--- config.mk ---
export PLATFORM = sky130hd
export DESIGN_NAME = fault_reset_ctrl
export DESIGN_NICKNAME = d
export VERILOG_FILES = /design/src/rtl/fault_reset_ctrl.sv
export SDC_FILE = /design/constraint.sdc
export NUM_CORES = 1
export LEC_CHECK = 0
export ABC_AREA = 1
export BUFFER_PORTS_ARGS = -buffer_cell sky130_fd_sc_hd__buf_2
export CAP_MARGIN = 20
export CORE_MARGIN = 3
export CORE_UTILIZATION = 46
export CTS_BUF_LIST = sky130_fd_sc_hd__clkbuf_2 sky130_fd_sc_hd__clkbuf_4 sky130_fd_sc_hd__clkbuf_8
export CTS_CLUSTER_SIZE = 25
export DETAILED_ROUTE_END_ITERATION = 8
export GPL_TIMING_DRIVEN = 0
export PLACE_DENSITY = 0.87
export SLEW_MARGIN = 25
export SYNTH_ARGS = -nofsm -noshare
export SYNTH_HDL_FRONTEND = slang
export SYNTH_SLANG_ARGS = --single-unit
--- constraint.sdc ---
create_clock -name clk -period 1.6 [get_ports clk]
set_input_delay 0.16 -clock clk [delete_from_list [all_inputs] [get_ports clk]]
set_output_delay 0.16 -clock clk [all_outputs]
set_load 0.05 [all_outputs]
--- src/rtl/fault_reset_ctrl.sv ---
module fault_reset_ctrl #(
  parameter int DW = 8,
  parameter int RST_LEN = 16,
  parameter logic [DW-1:0] SVC_A = 8'h55,
  parameter logic [DW-1:0] SVC_B = 8'hAA
) (
  input  logic          clk,
  input  logic          por_n,
  input  logic          flt_illegal_op,
  input  logic          flt_bad_insn,
  input  logic          flt_line_a,
  input  logic          flt_line_f,
  input  logic          flt_priv,
  input  logic          try_stop,
  input  logic          try_halt,
  input  logic          flt_ret_fmt,
  input  logic          flt_bus,
  input  logic          flt_addr,
  input  logic          flt_double,
  input  logic          cfg_stop_en,
  input  logic          cfg_wait_en,
  input  logic          cfg_dbg_en,
  input  logic          wr_en,
  input  logic          wr_sel,
  input  logic [DW-1:0] wr_data,
  output logic          rst_out,
  output logic          exc_req,
  output logic [3:0]    exc_cause,
  output logic          halt_req,
  output logic [3:0]    rst_cause
);
  localparam int CW = $clog2(RST_LEN + 1);

  logic [CW-1:0] rst_cnt;
  logic ird, ard, busy;
  logic stop_bad, halt_bad, opc_flt, adr_flt, svc_err, rst_go, exc_go;
  logic [8:1] cand;
  logic [3:0] code_nx, cause_nx;

  assign busy     = rst_cnt != '0;
  assign rst_out  = busy;
  assign stop_bad = try_stop && !cfg_stop_en && !cfg_wait_en;
  assign halt_bad = try_halt && !cfg_dbg_en;
  assign opc_flt  = !busy && (flt_bad_insn || flt_line_a || flt_line_f || flt_priv || stop_bad || halt_bad);
  assign adr_flt  = !busy && (flt_ret_fmt || flt_bus || flt_addr || flt_double);
  assign svc_err  = !busy && wr_en && !wr_sel && wr_data != SVC_A && wr_data != SVC_B;
  assign rst_go   = svc_err || (opc_flt && !ird) || (adr_flt && !ard);
  assign cause_nx = svc_err ? 4'b1000 : (adr_flt && !ard) ? 4'b0100 : 4'b0010;

  assign cand = {flt_addr, flt_bus, flt_ret_fmt, flt_priv, flt_line_f, flt_line_a,
                 flt_bad_insn || stop_bad || halt_bad, flt_illegal_op};
  assign exc_go = !busy && !rst_go && (|cand);

  always_comb begin
    code_nx = '0;
    for (int i = 1; i <= 8; i++)
      if (cand[i]) code_nx = 4'(i);
  end

  always_ff @(posedge clk or negedge por_n) begin
    if (!por_n) begin
      rst_cnt   <= '0;
      ird       <= 1'b0;
      ard       <= 1'b0;
      exc_req   <= 1'b0;
      exc_cause <= '0;
      halt_req  <= 1'b0;
      rst_cause <= 4'b0001;
    end else begin
      exc_req   <= exc_go;
      exc_cause <= exc_go ? code_nx : 4'd0;
      halt_req  <= !rst_go && adr_flt && flt_double;
      if (rst_go) begin
        rst_cnt   <= CW'(RST_LEN);
        ird       <= 1'b0;
        ard       <= 1'b0;
        rst_cause <= cause_nx;
      end else begin
        if (busy) rst_cnt <= rst_cnt - 1'b1;
        if (!busy && wr_en && wr_sel) {ard, ird} <= wr_data[1:0];
      end
    end
  end

  logic [CW:0] hi_len;
  always_ff @(posedge clk or negedge por_n) begin
    if (!por_n) hi_len <= '0;
    else        hi_len <= rst_out ? hi_len + 1'b1 : '0;
  end


  svc_reset_chk: assert property (@(posedge clk) disable iff (!por_n)
    (wr_en && !wr_sel && wr_data != SVC_A && wr_data != SVC_B && !rst_out) |=> rst_out);


  pulse_len_chk: assert property (@(posedge clk) disable iff (!por_n)
    $fell(rst_out) |-> hi_len == (CW+1)'(RST_LEN));


  ctl_clear_chk: assert property (@(posedge clk) disable iff (!por_n)
    rst_out |-> (!ird && !ard));


  cause_onehot_chk: assert property (@(posedge clk) disable iff (!por_n)
    $countones(rst_cause) == 1);


  halt_src_chk: assert property (@(posedge clk) disable iff (!por_n)
    halt_req |-> ($past(flt_double) && !rst_out));


  rst_quiet_chk: assert property (@(posedge clk) disable iff (!por_n)
    $rose(rst_out) |-> (!exc_req && !halt_req));
endmodule

Yosys cells after proc, flatten, opt, wreduce, memory -nomap -nowiden --
Cells that the tools add are included. Widths: inputs -> output; s select.
Storage, ports and cells: word-level logic and storage cells 67, memory bits (read-only) 0, bits in writable memories 0, output and inout bits 11, memories 0, latch bits 0, flip-flop bits (word level) 17
Operators by class: $lt $le $gt $ge 0, multiplexer cells 17, equal/unequal tests 2, divide/modulo/power cells 0, shift-type cells 0, multiply operators 0, reduce and logical (&&, ||, !) cells 40, bitwise operators 0, $add $sub $neg 1
Operators by type and width (count):
- $mux 4 | 7
- $logic_and 1x1->1 | 16
- $logic_or 1x1->1 | 12
- $mux 5 | 2
- $logic_not 1->1 | 8
- $ne 8x7->1 const B | 1
- $ne 8x8->1 const B | 1
- $reduce_or 8->1 | 1
- $mux 1 | 5
- $reduce_bool 5->1 | 1
- $sub 5x1->5 const B | 1
- $mux 2 | 2
- $reduce_bool 2->1 | 2
- $mux 3 | 1

Longest topological paths before layout --
depth in word-level cells 13, gate-level depth with buffers 10, gate-level depth less buffers 10

Worst setup path after synthesis --
OpenSTA, ideal clock, no wires.
path type register -> register, from reg rst_cnt[0], to reg rst_cause[3], period minus slack after synthesis 1.633 ns, path slack -0.033 ns, arrival 1.514 ns, cell stages (with the launch flop) 9, setup time 0.120 ns, buffers on the path 0, cells stage by stage dfrtp_1 inv_1 ha_1 nand2_4 nor2_4 inv_2 nor2_1 nand2_1 a31o_1
Between the ends: longest elaborated chain between the ends 8, elaborated cells between the ends (all ways) 13
Ends and longest elaborated chain:
- start: declaration | line 34 | logic [CW-1:0] rst_cnt;
- start signal: assignment | line 74 | rst_cnt <= CW'(RST_LEN);
- start signal: assignment | line 79 | if (busy) rst_cnt <= rst_cnt - 1'b1;
- $reduce_bool 5->1 * | line 40 | assign busy = rst_cnt != '0;
- named net rst_out | line 26 | output logic rst_out,
- $logic_not 1->1 * | line 44, 45, 46
- $logic_and 1x1->1 (4 in series) | line 46 | assign svc_err = !busy && wr_en && !wr_sel && wr_data != SVC_A && wr_data != SVC_B;
- $logic_or 1x1->1 (2 in series) | line 47 | assign rst_go = svc_err || (opc_flt && !ird) || (adr_flt && !ard);
- end signal: assignment | line 77 | rst_cause <= cause_nx;
- end: declaration | line 30 | output logic [3:0] rst_cause
Mark *: on every way through the listed nets, which the timed path passes. The rest lies on a longest branch. A chain may end at the register's enable or synchronous reset.

Worst setup path after layout --
from reg rst_cnt[1], to out rst_out
Between the ends: longest elaborated chain between the ends 1
Ends and longest elaborated chain (line):
- $reduce_bool 5->1 | 40
- end: declaration | 26
No other way between the ends.

==> results by group <==
Outcome
  – Status: finished, final reports clean

Worst setup path
  – Worst-path maximum fanout: 4
  – Slowest stage delay, CP: 0.41 ns
  – Cell repeated most along the worst path: inv_2
  – Setup CP Type: reg2out
  – Worst-path cell chain: inv_2, ha_4, nand2_4, nor2_4, inv_2, buf_6
  – Critical-path top delay cell: dfrtp_1
  – CP Launch Type: flip-flop
  – Worst path required time: 1.44 ns
  – CP Data Arrival Time: ~1.4 ns
  – Crit. End Element: output port

Global routing
  – GRT Total Usage: a little under a fifth
  – First-pass GRT wire length: 3.808 mm
  – Initial antenna violation count: 0
  – Number of global-route vias before repair: 918
  – Aggregate global routing overflow: 0
  – Largest net degree at the start of global routing: 18

Yosys
  – Syn avg cell area: 8.074 sq um
  – Mapped cell area: 1033 sq um
  – Synth Instances: around 130
  – Synth warnings: 0
  – Mapped Nets: 156
  – Sequential area share after synthesis: about two fifths
  – Yosys cell types: 28
  – #FFs+latches synth: 17

CTS
  – Clk root buf: clkbuf_4
  – H-tree levels: 1
  – TritonCTS clock tree: done
  – CTS Buf Count: 3
  – Sink Count: 17
  – Clock slew at reported path FFs: 0.10 ns
  – Clock buffer depth: 2
  – Clk_lat worst skew: 0.30 ns

Finish
  – # fillers: 169
  – Diode count: 0
  – Layout cell share with drive strength beyond 1: 41.14%
  – Sequential cell area: between 400 and 500 sq um
  – Nets: about 200
  – Area of the multi-input gates: 521.8 sq um
  – Filler-free cell count of the finished design: 202
  – Area grow syn2layout: 31.96%

Timing
  – Setup_tns: 0 ns
  – Fin crit share: 98.35%
  – Max Slew Vio Count: 0
  – Final hold violations: 0
  – Skew final: 0.003501 ns
  – FMAX: 0.6355 GHz
  – Unrepaired setup endpoints after global routing: true
  – Final setup fails: 0
  – Final Critical Period: 1.574 ns
  – Relative slew slack: 75.31%
  – Slew @ Worst Pin: 0.3704 ns

Floorplan
  – Rows: 16
  – Initial Util: between 50% and 60%
  – # IOs: 37
  – Core area: 2042 sq um
  – Total Die Area: 2852 sq um
  – Height of the chip: 53.40 microns
  – Chip Width: 53.40 microns

Routing
  – Vias per inst: 4.733
  – TritonRoute pass-1 iters: 4
  – Wirelength per Cell: between 10 and 15 microns
  – Post-route ant nets: 0
  – First DRT Iteration DRCs: 2
  – WL final: 2.274 mm
  – Vias: approximately 960
  – DRC Markers: 0

Placement
  – Gp weighted congestion: 0.7831
  – HPWL Detailed: ~1.8 mm
  – Placed cell count: 191
  – Port Buffers: 36

Pwr
  – Pwr Density: 1448 nW/um^2
  – Worst VDD drop: slightly above 0.0007 V
  – Power Total: 1.975 mW
  – LEAKAGE: roughly 0.75 nW

Flow run
  – Max_cap viols: 0

Hold path
  – Hold Path Class: in2reg
-- routing by layer --
| metal | vias to the layer above | GRT usage (%) | wire length [microns] |
|---|---|---|---|
| li1 | 484 | - | - |
| met3 | 2 | 5.070 | 139 |
| met5 | - | 0 | 0 |
| met2 | 27 | 36.94 | 1256 |
| met4 | 0 | 3.404 | 10 |
| met1 | 443 | 18.89 | 868 |
-- cell usage after synthesis --
master / n / area (sq um)
dfstp_2: 1 / 26.28
nor2_8: 2 / 40.04
nand3b_1: 1 / 7.510
or2_2: 1 / 6.260
nor2_4: 1 / 11.26
ha_1: 2 / 25.02
nand3_1: 5 / 25.02
inv_2: 4 / 15.01
nand2_1: 28 / 105.1
nor2_1: 18 / 67.56
dfrtp_1: 16 / 400.4
xnor2_1: 1 / 8.760
a21oi_2: 3 / 26.28
o211ai_1: 1 / 7.510
xor2_1: 1 / 8.760
nor3_2: 2 / 20.02
nor2_2: 1 / 6.260
inv_1: 21 / 78.83
nor3_1: 3 / 15.01
nand2_4: 3 / 33.78
clkinv_1: 1 / 3.750
o21ai_0: 2 / 10.01
buf_8: 1 / 15.01
a31o_1: 1 / 8.760
nand4_1: 3 / 18.77
nand2_2: 1 / 6.260
nand4_4: 1 / 21.27
a21oi_1: 3 / 15.01
-- power breakdown --
group | leakage (nW) | switching [mW] | internal, mW
clock network | 0.0177 | 0.148 | 0.0934
logic | 0.517 | 0.655 | 0.412
registers | 0.218 | 0.0954 | 0.570
total | 0.752 | 0.899 | 1.08
-- per-stage QoR --
stage          cell area (sq um)  utilization, %  worst slack [ns]  hold WS (ns)
6_report                    1364           66.79           0.02642        0.1149
5_1_grt                     1364           66.79          -0.03280        0.1346
4_1_cts                     1329           65.07           0.01505        0.1172
3_5_place_dp                1250           61.21           -0.1033       0.09915
3_3_place_gp                1250           61.21          -0.05683       0.08776
2_1_floorplan               1036               -           0.01028       -0.1356
-- worst max-delay path, delay by kind of cell, from the launching register on --
family        cells  cell delay [ns]
fa+ha+maj         1             0.15
buf+inv           3             0.35
flops             1             0.41
simple gates      2             0.20
-- state kept, by name (all words and copies together), names as in the netlist --
register   count
rst_cnt        5
exc_cause      4
rst_cause      4
ard            1
exc_req        1
halt_req       1
ird            1
-- cells by family after synthesis --
kind of cell	Yosys count	share of synthesized area (%)
and+or+nand+nor	70	37.17
buffers and inverters	27	10.90
DFF	17	41.28
AOI/OAI and AO/OA	10	6.538
xor gates and xnor gates	2	1.695
adders and majority gates	2	2.421
-- placed cells by master, fill, tap and decap left out, types with 2 or more instances in the layout --
cell type / netlist / layout
inv_2: 4 / 6
clkbuf_4: 0 / 3
nor2_1: 18 / 17
nor3_2: 2 / 2
nand3_1: 5 / 5
nand2_1: 28 / 27
nor3_1: 3 / 3
a21oi_2: 3 / 3
nor2_8: 2 / 2
a21oi_1: 3 / 3
nand2_4: 3 / 4
nor2_4: 1 / 2
o21ai_0: 2 / 2
inv_1: 21 / 19
dfrtp_1: 16 / 16
nand4_1: 3 / 3
buf_4: 0 / 6
buf_2: 0 / 35
-- timing repair --
| item | 4_1_cts | 5_1_grt |
|---|---|---|
| endpoints found under the hold margin | 16 | 0 |
| resized for setup | 6 | 3 |
| setup buffers | 2 | 4 |
| hold buffers | 1 | 0 |
| endpoints found under the setup margin | 15 | 14 |
| pin swaps | 3 | 1 |
-- final cells by class --
| class | instances | share of cell area [%] |
|---|---|---|
| Multi-Input combinational cell | 84 | 38.26 |
| Sequential cell | 17 | 31.28 |
| Timing Repair Buffer | 43 | 17.71 |
| Inverter | 26 | 7.156 |
| Tap cell | 27 | 2.477 |
| Clock buffer | 3 | 1.651 |
| Buffer | 1 | 1.101 |
| Clock inverter | 1 | 0.3670 |
-- path summary, 6_finish.rpt --
kind	cells after the start	end	slack, ns	start
worst min register to register	2	rst_cause[0]	0.45	rst_cause[0]
worst min-delay path	3	halt_req	0.11	flt_double
worst max register to register	9	rst_cause[3]	0.06	rst_cnt[1]
min in group asynchronous	2	exc_cause[1]	0.29	por_n
worst max-delay path	6	rst_out	0.03	rst_cnt[1]
max in group asynchronous	2	rst_cause[0]	1.01	por_n
(Power assumes the default switching activity.)
